**config.mk**
```make
export PLATFORM = sky130hd
export DESIGN_NAME = ccx_channel
export DESIGN_NICKNAME = d
export VERILOG_FILES = /design/src/rtl/ccx_pkg.sv /design/src/rtl/ccx_mode_fsm.sv /design/src/rtl/ccx_dither.sv /design/src/rtl/ccx_channel.sv
export SDC_FILE = /design/constraint.sdc
export NUM_CORES = 1
export LEC_CHECK = 0
export BUFFER_PORTS_ARGS = -buffer_cell sky130_fd_sc_hd__buf_4
export CAP_MARGIN = 20
export CELL_PAD_IN_SITES_DETAIL_PLACEMENT = 0
export CELL_PAD_IN_SITES_GLOBAL_PLACEMENT = 1
export CORE_MARGIN = 4
export CORE_UTILIZATION = 30
export DETAILED_ROUTE_END_ITERATION = 8
export MAX_ROUTING_LAYER = met4
export PLACE_DENSITY_LB_ADDON = 0.3
export SYNTH_ARGS = -nofsm -noshare
export SYNTH_HDL_FRONTEND = slang
export SYNTH_SLANG_ARGS = --single-unit
export TNS_END_PERCENT = 1
```
**constraint.sdc**
```tcl
create_clock -name clk -period 9.4 [get_ports clk]
set_clock_uncertainty 0.2 [all_clocks]
set_input_delay 0.47 -clock clk [delete_from_list [all_inputs] [get_ports clk]]
set_output_delay 0.47 -clock clk [all_outputs]
set_load 0.01 [all_outputs]
```
**src/rtl/ccx_pkg.sv**
```systemverilog
package ccx_pkg;
    typedef enum logic [1:0] {
        CH_OUT_DIRECT   = 2'd0,
        CH_OUT_BUFFERED = 2'd1,
        CH_IN_CAPTURE   = 2'd2
    } ch_state_e;

    localparam logic [1:0] ADDR_VALUE = 2'd0;
    localparam logic [1:0] ADDR_CTRL  = 2'd1;
    localparam logic [1:0] ADDR_STAT  = 2'd2;

    localparam int CTRL_INPUT   = 0;
    localparam int CTRL_PRELOAD = 1;
    localparam int CTRL_DITHER  = 2;
endpackage

```
**src/rtl/ccx_mode_fsm.sv**
```systemverilog
module ccx_mode_fsm
    import ccx_pkg::*;
(
    input  logic      clk,
    input  logic      rst_n,
    input  logic      ctrl_wr_i,
    input  logic      want_input_i,
    input  logic      want_preload_i,
    output ch_state_e state_o,
    output logic      is_input_o,
    output logic      is_buffered_o
);
    ch_state_e state_q, state_d;

    always_comb begin
        state_d = state_q;
        if (ctrl_wr_i) begin
            unique case ({want_input_i, want_preload_i})
                2'b00:        state_d = CH_OUT_DIRECT;
                2'b01:        state_d = CH_OUT_BUFFERED;
                2'b10, 2'b11: state_d = CH_IN_CAPTURE;
                default:      state_d = CH_OUT_DIRECT;
            endcase
        end
    end

    always_ff @(posedge clk or negedge rst_n) begin
        if (!rst_n) state_q <= CH_OUT_DIRECT;
        else        state_q <= state_d;
    end

    always_comb begin
        is_input_o    = 1'b0;
        is_buffered_o = 1'b0;
        unique case (state_q)
            CH_OUT_DIRECT:   ;
            CH_OUT_BUFFERED: is_buffered_o = 1'b1;
            CH_IN_CAPTURE:   is_input_o    = 1'b1;
            default:         ;
        endcase
    end

    assign state_o = state_q;

    AST_CTRL_TO_INPUT: assert property (@(posedge clk) disable iff (!rst_n)
        (ctrl_wr_i && want_input_i) |=> (state_q == CH_IN_CAPTURE));
endmodule

```
**src/rtl/ccx_dither.sv**
```systemverilog
module ccx_dither #(
    parameter int CMP_W  = 20,
    parameter int FRAC_W = 4
) (
    input  logic             clk,
    input  logic             rst_n,
    input  logic             wrap_i,
    input  logic             dith_en_i,
    input  logic [CMP_W-1:0] active_i,
    output logic [CMP_W:0]   eff_o
);
    localparam int INT_W = CMP_W - FRAC_W;

    logic [FRAC_W-1:0] period_q;
    logic [INT_W-1:0]  int_part;
    logic [FRAC_W-1:0] frac_part;
    logic              bump;
    logic [INT_W:0]    int_bumped;

    always_ff @(posedge clk or negedge rst_n) begin
        if (!rst_n)      period_q <= '0;
        else if (wrap_i) period_q <= period_q + 1'b1;
    end

    assign int_part   = active_i[CMP_W-1:FRAC_W];
    assign frac_part  = active_i[FRAC_W-1:0];
    assign bump       = (period_q < frac_part);
    assign int_bumped = {1'b0, int_part} + {{INT_W{1'b0}}, bump};

    generate
        if (FRAC_W > 0) begin : g_frac
            assign eff_o = dith_en_i ? {{FRAC_W{1'b0}}, int_bumped} : {1'b0, active_i};
        end else begin : g_nofrac
            assign eff_o = {1'b0, active_i};
        end
    endgenerate

    AST_PERIOD_STEP: assert property (@(posedge clk) disable iff (!rst_n)
        wrap_i |=> (period_q == $past(period_q) + 1'b1));
    AST_DITHER_SPAN: assert property (@(posedge clk) disable iff (!rst_n)
        dith_en_i |-> ((eff_o - {{(FRAC_W+1){1'b0}}, int_part}) <= 1));
endmodule

```
**src/rtl/ccx_channel.sv**
```systemverilog
module ccx_channel
    import ccx_pkg::*;
#(
    parameter int CMP_W  = 20,
    parameter int FRAC_W = 4
) (
    input  logic             clk,
    input  logic             rst_n,
    input  logic [CMP_W-1:0] cnt_i,
    input  logic             cnt_wrap_i,
    input  logic             update_i,
    input  logic             capture_i,
    input  logic             wr_en_i,
    input  logic [1:0]       addr_i,
    input  logic [CMP_W-1:0] wdata_i,
    output logic [CMP_W-1:0] rdata_o,
    output logic             cmp_o
);
    ch_state_e        state;
    logic             is_input, is_buffered;
    logic             wr_val, wr_ctrl, wr_stat;
    logic [CMP_W-1:0] shadow_q, active_q, cap_val;
    logic             dith_q, flag_q, cmp_q;
    logic [CMP_W:0]   eff_cmp;

    assign wr_val  = wr_en_i && (addr_i == ADDR_VALUE);
    assign wr_ctrl = wr_en_i && (addr_i == ADDR_CTRL);
    assign wr_stat = wr_en_i && (addr_i == ADDR_STAT);

    ccx_mode_fsm u_mode (
        .clk            (clk),
        .rst_n          (rst_n),
        .ctrl_wr_i      (wr_ctrl),
        .want_input_i   (wdata_i[CTRL_INPUT]),
        .want_preload_i (wdata_i[CTRL_PRELOAD]),
        .state_o        (state),
        .is_input_o     (is_input),
        .is_buffered_o  (is_buffered)
    );

    ccx_dither #(.CMP_W(CMP_W), .FRAC_W(FRAC_W)) u_dither (
        .clk       (clk),
        .rst_n     (rst_n),
        .wrap_i    (cnt_wrap_i),
        .dith_en_i (dith_q),
        .active_i  (active_q),
        .eff_o     (eff_cmp)
    );

    assign cap_val = dith_q ? {cnt_i[CMP_W-1:FRAC_W], {FRAC_W{1'b0}}} : cnt_i;

    always_ff @(posedge clk or negedge rst_n) begin
        if (!rst_n) begin
            shadow_q <= '0;
        end else if (is_input) begin
            if (capture_i) shadow_q <= cap_val;
        end else if (wr_val) begin
            shadow_q <= wdata_i;
        end
    end

    always_ff @(posedge clk or negedge rst_n) begin
        if (!rst_n) begin
            active_q <= '0;
        end else begin
            unique case (state)
                CH_OUT_DIRECT:   if (wr_val)   active_q <= wdata_i;
                CH_OUT_BUFFERED: if (update_i) active_q <= shadow_q;
                CH_IN_CAPTURE:   ;
                default:         ;
            endcase
        end
    end

    always_ff @(posedge clk or negedge rst_n) begin
        if (!rst_n) begin
            dith_q <= 1'b0;
            flag_q <= 1'b0;
            cmp_q  <= 1'b0;
        end else begin
            if (wr_ctrl) dith_q <= wdata_i[CTRL_DITHER];
            if (is_input && capture_i)    flag_q <= 1'b1;
            else if (wr_stat && wdata_i[0]) flag_q <= 1'b0;
            cmp_q <= !is_input && ({1'b0, cnt_i} < eff_cmp);
        end
    end

    always_comb begin
        rdata_o = '0;
        unique case (addr_i)
            ADDR_VALUE: rdata_o = shadow_q;
            ADDR_CTRL: begin
                rdata_o[CTRL_INPUT]   = is_input;
                rdata_o[CTRL_PRELOAD] = is_buffered;
                rdata_o[CTRL_DITHER]  = dith_q;
            end
            ADDR_STAT: rdata_o[0] = flag_q;
            default:   rdata_o = '0;
        endcase
    end

    assign cmp_o = cmp_q;

    AST_DIRECT_FOLLOW: assert property (@(posedge clk) disable iff (!rst_n)
        (state == CH_OUT_DIRECT && wr_val) |=> (active_q == $past(wdata_i)));
    AST_BUFFER_HOLD: assert property (@(posedge clk) disable iff (!rst_n)
        (state == CH_OUT_BUFFERED && !update_i) |=> $stable(active_q));
    AST_INPUT_QUIET: assert property (@(posedge clk) disable iff (!rst_n)
        (state == CH_IN_CAPTURE) |=> !cmp_o);
    AST_CAP_LOW_CLEAR: assert property (@(posedge clk) disable iff (!rst_n)
        (state == CH_IN_CAPTURE && dith_q && capture_i) |=> (shadow_q[FRAC_W-1:0] == '0));
    AST_FLAG_SET: assert property (@(posedge clk) disable iff (!rst_n)
        (state == CH_IN_CAPTURE && capture_i) |=> flag_q);
    AST_ZERO_LOW: assert property (@(posedge clk) disable iff (!rst_n)
        (eff_cmp == '0) |=> !cmp_o);
endmodule

```
Word level (Yosys, flattened, before mapping)
Index checks and enable logic that the tools add are counted.
W data, S select, Z words.
{"block": "word_totals", "regBits": 49, "latch_bits": 0, "mem_bits_rw": 0, "romBits": 0, "input_bits": 48, "out_inout_bits": 21, "word_cells": 52, "memories": 0}
{"block": "classes", "add_sub_neg": 2, "n_mul": 0, "div_mod_pow": 0, "order_cmp": 2, "n_eq_ne": 10, "shifts": 0, "n_mux": 15, "n_bitwise": 0, "reduce_logical": 16}
{"operator": "$mux W20", "count": 5}
{"operator": "$pmux W20 S2", "count": 1}
{"operator": "$lt A20 B20 Y1", "count": 1}
{"operator": "$add A16 B1 Y17", "count": 1}
{"operator": "$mux W17", "count": 1}
{"operator": "$eq A2 B2 Y1 const B", "count": 4}
{"operator": "$eq A2 B1 Y1 const B", "count": 3}
{"operator": "$logic_and A1 B1 Y1", "count": 6}
{"operator": "$logic_not A2 Y1", "count": 3}
{"operator": "$ne A2 B2 Y1 const B", "count": 3}
{"operator": "$pmux W2 S3", "count": 1}
{"operator": "$reduce_bool A2 Y1", "count": 3}
{"operator": "$add A4 B1 Y4 const B", "count": 1}
{"operator": "$lt A4 B4 Y1", "count": 1}
{"operator": "$mux W1", "count": 4}
{"operator": "$mux W4", "count": 1}
{"operator": "$pmux W2 S2", "count": 1}
{"operator": "$pmux W1 S3", "count": 1}
{"operator": "$reduce_and A3 Y1", "count": 1}
{"operator": "$reduce_and A2 Y1", "count": 1}
{"operator": "$reduce_or A2 Y1", "count": 1}
{"operator": "$logic_not A1 Y1", "count": 1}

Depth between registers and ports, before layout
{"block": "depth", "ltp_word": 5, "mapped_depth": 18, "ltp_nobuf": 18}

By module
A second synthesis with hierarchy kept.
{"block": "unflattened", "hier_cells": 403, "hier_area_um2": 3644.7}
{"module": "ccx_channel", "instances": 1, "cells_per_inst": 288, "area_each_um2": 2752.6, "seq_area_each_um2": 1076.0}
{"module": "ccx_dither", "instances": 1, "cells_per_inst": 107, "area_each_um2": 800.8, "seq_area_each_um2": 100.1}
{"module": "ccx_mode_fsm", "instances": 1, "cells_per_inst": 8, "area_each_um2": 91.3, "seq_area_each_um2": 50.0}

Least setup slack after synthesis
OpenSTA, ideal clock, no wires.
{"block": "synth_path", "path_kind": "reg2reg", "startpoint": "register u_dither.period_q[1]", "endpoint": "register cmp_q, in the netlist cmp_o", "setup_ns": 0.126, "arrival_time_ns": 3.457, "required_time_ns": 9.074, "slack_ns": 5.617, "stages_incl_launch_ff": 17, "path_buffers": 0, "synth_period_minus_slack_ns": 3.783, "cell_sequence": "dfrtp_1 > ha_1 > a21o_1 > a21o_1 > a21oi_1 > ha_1 > ha_1 > nand3_1 > or4_4 > or2_1 > o22ai_1 > a31oi_1 > ha_1 > nand2_1 > or3_1 > nor4_1 > nor2_1"}
{"block": "synth_between", "elab_chain_len": 5}
{"item": "from (decl)", "line": "ccx_dither.sv:14", "rtl": "logic [FRAC_W-1:0] period_q;"}
{"item": "from (signal assigned)", "line": "ccx_dither.sv:22", "rtl": "else if (wrap_i) period_q <= period_q + 1'b1;"}
{"item": "$lt A4 B4 Y1", "line": "ccx_dither.sv:27", "rtl": "assign bump = (period_q < frac_part);"}
{"item": "$add A16 B1 Y17", "line": "ccx_dither.sv:28", "rtl": "assign int_bumped = {1'b0, int_part} + {{INT_W{1'b0}}, bump};"}
{"item": "$mux W20", "line": "ccx_dither.sv:32", "rtl": "assign eff_o = dith_en_i ? {{FRAC_W{1'b0}}, int_bumped} : {1'b0, active_i};"}
{"item": "$lt A20 B20 Y1", "line": "ccx_channel.sv:84", "rtl": "cmp_q <= !is_input && ({1'b0, cnt_i} < eff_cmp);"}
{"item": "$logic_and A1 B1 Y1", "line": "ccx_channel.sv:84"}
{"item": "to (signal assigned)", "line": "ccx_channel.sv:84"}
{"item": "to (decl)", "line": "ccx_channel.sv:23", "rtl": "logic dith_q, flag_q, cmp_q;"}
No other way between the ends.
A chain may end at the register's enable or synchronous reset.

Final worst setup path
{"block": "layout_path", "startpoint": "register active_q[1]", "endpoint": "register cmp_q, in the netlist cmp_o"}
{"block": "layout_between", "elab_chain_len": 5}
{"item": "from (decl)", "line": "ccx_channel.sv:22", "rtl": "logic [CMP_W-1:0] shadow_q, active_q, cap_val;"}
{"item": "from (signal assigned)", "line": "ccx_channel.sv:67", "rtl": "CH_OUT_DIRECT: if (wr_val) active_q <= wdata_i;"}
{"item": "from (signal assigned)", "line": "ccx_channel.sv:68", "rtl": "CH_OUT_BUFFERED: if (update_i) active_q <= shadow_q;"}
{"item": "$lt A4 B4 Y1", "line": "ccx_dither.sv:27"}
{"item": "$add A16 B1 Y17", "line": "ccx_dither.sv:28"}
{"item": "$mux W20 (*)", "line": "ccx_dither.sv:32"}
{"item": "$lt A20 B20 Y1 (*)", "line": "ccx_channel.sv:84"}
{"item": "$logic_and A1 B1 Y1 (*)", "line": "ccx_channel.sv:84"}
Mark *: on every way between the ends. The rest lies on a longest branch, timed or not.

==> reports/metrics.csv <==
metric,value,unit
fmax,0.2437,GHz
critPathSlowestCell,or4_4,
syn_avg_cell_area,8.847,µm²
finalMaxSlewViolations,0,
dr.first_iter.drc_count,79,
drive_above_1_share,20.73,%
insertedDiodeCount,0,
ctsLongestPathBuffers,2,
start_kind,register,
rsz0062_at_grt,no,
setup_viol,0,
hold_violations,0,
cts_sinks,49,
drc,0,
powerDensity,251.6,nW/µm²
p_leak,1.931,nW
final_antenna_net_count,0,
cts_tree,yes,
dp_slack,5.298,ns
io_buffers,68,
slew_headroom,46.21,%
cp-endpoint,cmp_o,
final_common_cell,buf_4,
syn_nets,454,
die_w,114,µm
start_util,30.82,%
reg2reg_slack,5.30,ns
path_clk_slew,0.07,ns
arrival,4.07,ns
die_area,13000,µm²
clk_latency,0.29,ns
worst_slew_pin_slew,0.8061,ns
core_area,10940,µm²
synthMuxAreaShare,14.70,%
postCtsHoldBufs,0,
detail_route.first_pass.iterations,4,
routabilityCongestion,0.8102,
post-route-period-util,43.64,%
yosysWarnings,0,
final_cell_mix,"buf_4 (73), dfrtp_1 (49), mux2i_1 (45)",
grt_use_total,13.91,%
synth_area,3371,µm²
critical_path_depth,17,
cts_resized,0,
hp-class,input port to async pin,
maxCapViolations,0,
cts_buffers,5,
synth_seq_cells,49,
syn_to_final_growth,24.42,%
startpoint,active_q[1],
synth-simple-area-share,19.49,%
reg2regPathDepth,17,
avgViaCountPerCell,4.819,
overflow,0,
antenna_found_initial,0,
peakVddDrop,0.09152,mV
outcome,finished clean,
synthXorXnorAreaFrac,3.378,%
cp_num_buf_inv,1,
cp_cell_sequence,"inv_1, ha_1, a21o_1, a21o_1, a21oi_1, ha_1, ha_1, nand3_1, or4_4, or2_1, o22ai_1, a31oi_1, ha_1, nand2_1, or3_1, nor4_1, nor2_1",
synth_compound_area_share,13.18,%
synthCells,381,
period_needed,4.103,ns
dp_hpwl,6.317,mm
fin_nets,511,
route.vias.total,2790,
synth_top_family_by_area,simple AND/OR/NAND/NOR gates,
seq_area_frac_synth,36.38,%
grt_pass1_vias,2807,
htree_levels,2,
ys_types,35,
fp-row-count,38,
crit_type,register to register,
tns,0,ns
root_buffer,clkbuf_16,
synth_fa_ha_area_share,9.280,%
wl_per_cell,14.69,µm
setup_slack,5.297,ns
critical-path-top-delay-family,simple AND/OR/NAND/NOR gates,
critPathRequiredTime,9.37,ns
max_stage_delay,0.52,ns
grt_max_degree,50,
crit_top_cell,ha_1,
r2r_end,cmp_o,
wl,8.506,mm
path_max_fanout,4,
end_kind,register,
cts_setup_buffers,0,
ios,69,
die_y,114,µm
fillers,1147,
grt_pass1_wl,14.26,mm
r2r_start,active_q[1],
-- cell type report --
cell class              instances  area, µm²  share of cell area [%]
inverters                       5      18.77                  0.4475
flip-flops and latches         49       1226                   29.24
well taps                     140      175.2                   4.177
repair buffers                 73      548.0                   13.07
multi-input cells             304       2036                   48.54
clock inverters                 3      65.06                   1.551
clock buffers                   5      125.1                   2.983
-- logic make-up (layout without fill, tap and decap cells) --
family	after synthesis	count (layout)
flip-flops	49	49
buffers and inverters	28	86
AND/OR/NAND/NOR	134	134
adder cells (fa/ha/maj)	25	25
AO/OA/AOI/OAI	83	83
multiplexers	49	49
XOR/XNOR	13	13
-- flip-flops by register name, indices dropped and copies added, names as in the netlist --
| name | cells |
|---|---|
| dith_q | 1 |
| cmp_o | 1 |
| shadow_q | 20 |
| flag_q | 1 |
| active_q | 20 |
| u_mode.state_o | 2 |
| u_dither.period_q | 4 |
-- synth_stat cells --
library cell	number	area, µm²
or2_1	1	6.260
mux2_2	4	45.04
buf_1	3	11.26
nand4b_1	1	8.760
o211ai_1	2	15.01
a21oi_1	37	185.2
nor2_2	1	6.260
xor2_1	6	52.55
o21ai_0	34	170.2
clkbuf_1	7	26.28
nand4_1	6	37.54
nor3b_1	4	30.03
and3_1	4	25.02
mux2i_1	45	450.4
nor4_1	2	12.51
ha_1	25	312.8
a32oi_1	1	8.760
nand3b_1	2	15.01
nand2_1	44	165.2
nor2_1	32	120.1
inv_1	5	18.77
dfrtp_1	49	1226
and4_1	1	8.760
a22o_1	1	8.760
and2_1	17	106.4
or3_1	1	6.260
nand2b_1	7	43.79
nand3_1	7	35.03
a31oi_1	2	12.51
xnor2_1	7	61.31
a21o_1	5	37.54
nor2b_1	3	18.77
buf_2	13	65.06
or4_4	1	11.26
o22ai_1	1	6.260
-- worst min path at each step --
stage,to,slack [ns],cells after the start
detailed placement,u_dither.period_q[3],0.28,1
CTS,active_q[0],0.04,1
global placement,u_dither.period_q[3],0.27,1
finish,active_q[7],0.01,1
global route,shadow_q[8],0.07,1
floorplan,active_q[0],-0.03,0
-- metrics by stage --
step	hold WS [ns]	utilization [%]	std cells	power, mW	area [µm²]
final	0.01029	38.35	579	1.055	4194
after global routing	0.07484	38.35	579	1.158	4194
after CTS	0.03599	38.35	579	1.072	4194
after detailed placement	0.2776	36.61	571	0.8336	4004
after global placement	0.2708	36.61	571	0.8239	4004
after floorplan	-0.02559	-	381	0.6947	3371
-- worst reg2reg max path, delay by kind of cell (launching register included) --
kind / cells / cell delay, ns
buffers and inverters: 1 / 0.05
DFF: 1 / 0.37
AOI/OAI and AO/OA: 5 / 0.67
adders and majority gates: 4 / 1.03
and+or+nand+nor: 7 / 1.68
-- per-layer routing --
layer	track usage (%)	vias up	part of all wire, %
li1	-	1441	-
met1	18.50	1303	48
met2	22.56	40	48
met3	2.016	6	2.8
met4	3.088	0	0.94
met5	-	-	0
-- power breakdown --
part | leakage [nW] | internal (mW) | switching, mW
combinational | 1.26 | 0.213 | 0.218
sequential | 0.574 | 0.294 | 0.0989
clock | 0.0938 | 0.152 | 0.0789
Note: power is estimated with default switching activity, not from simulation.
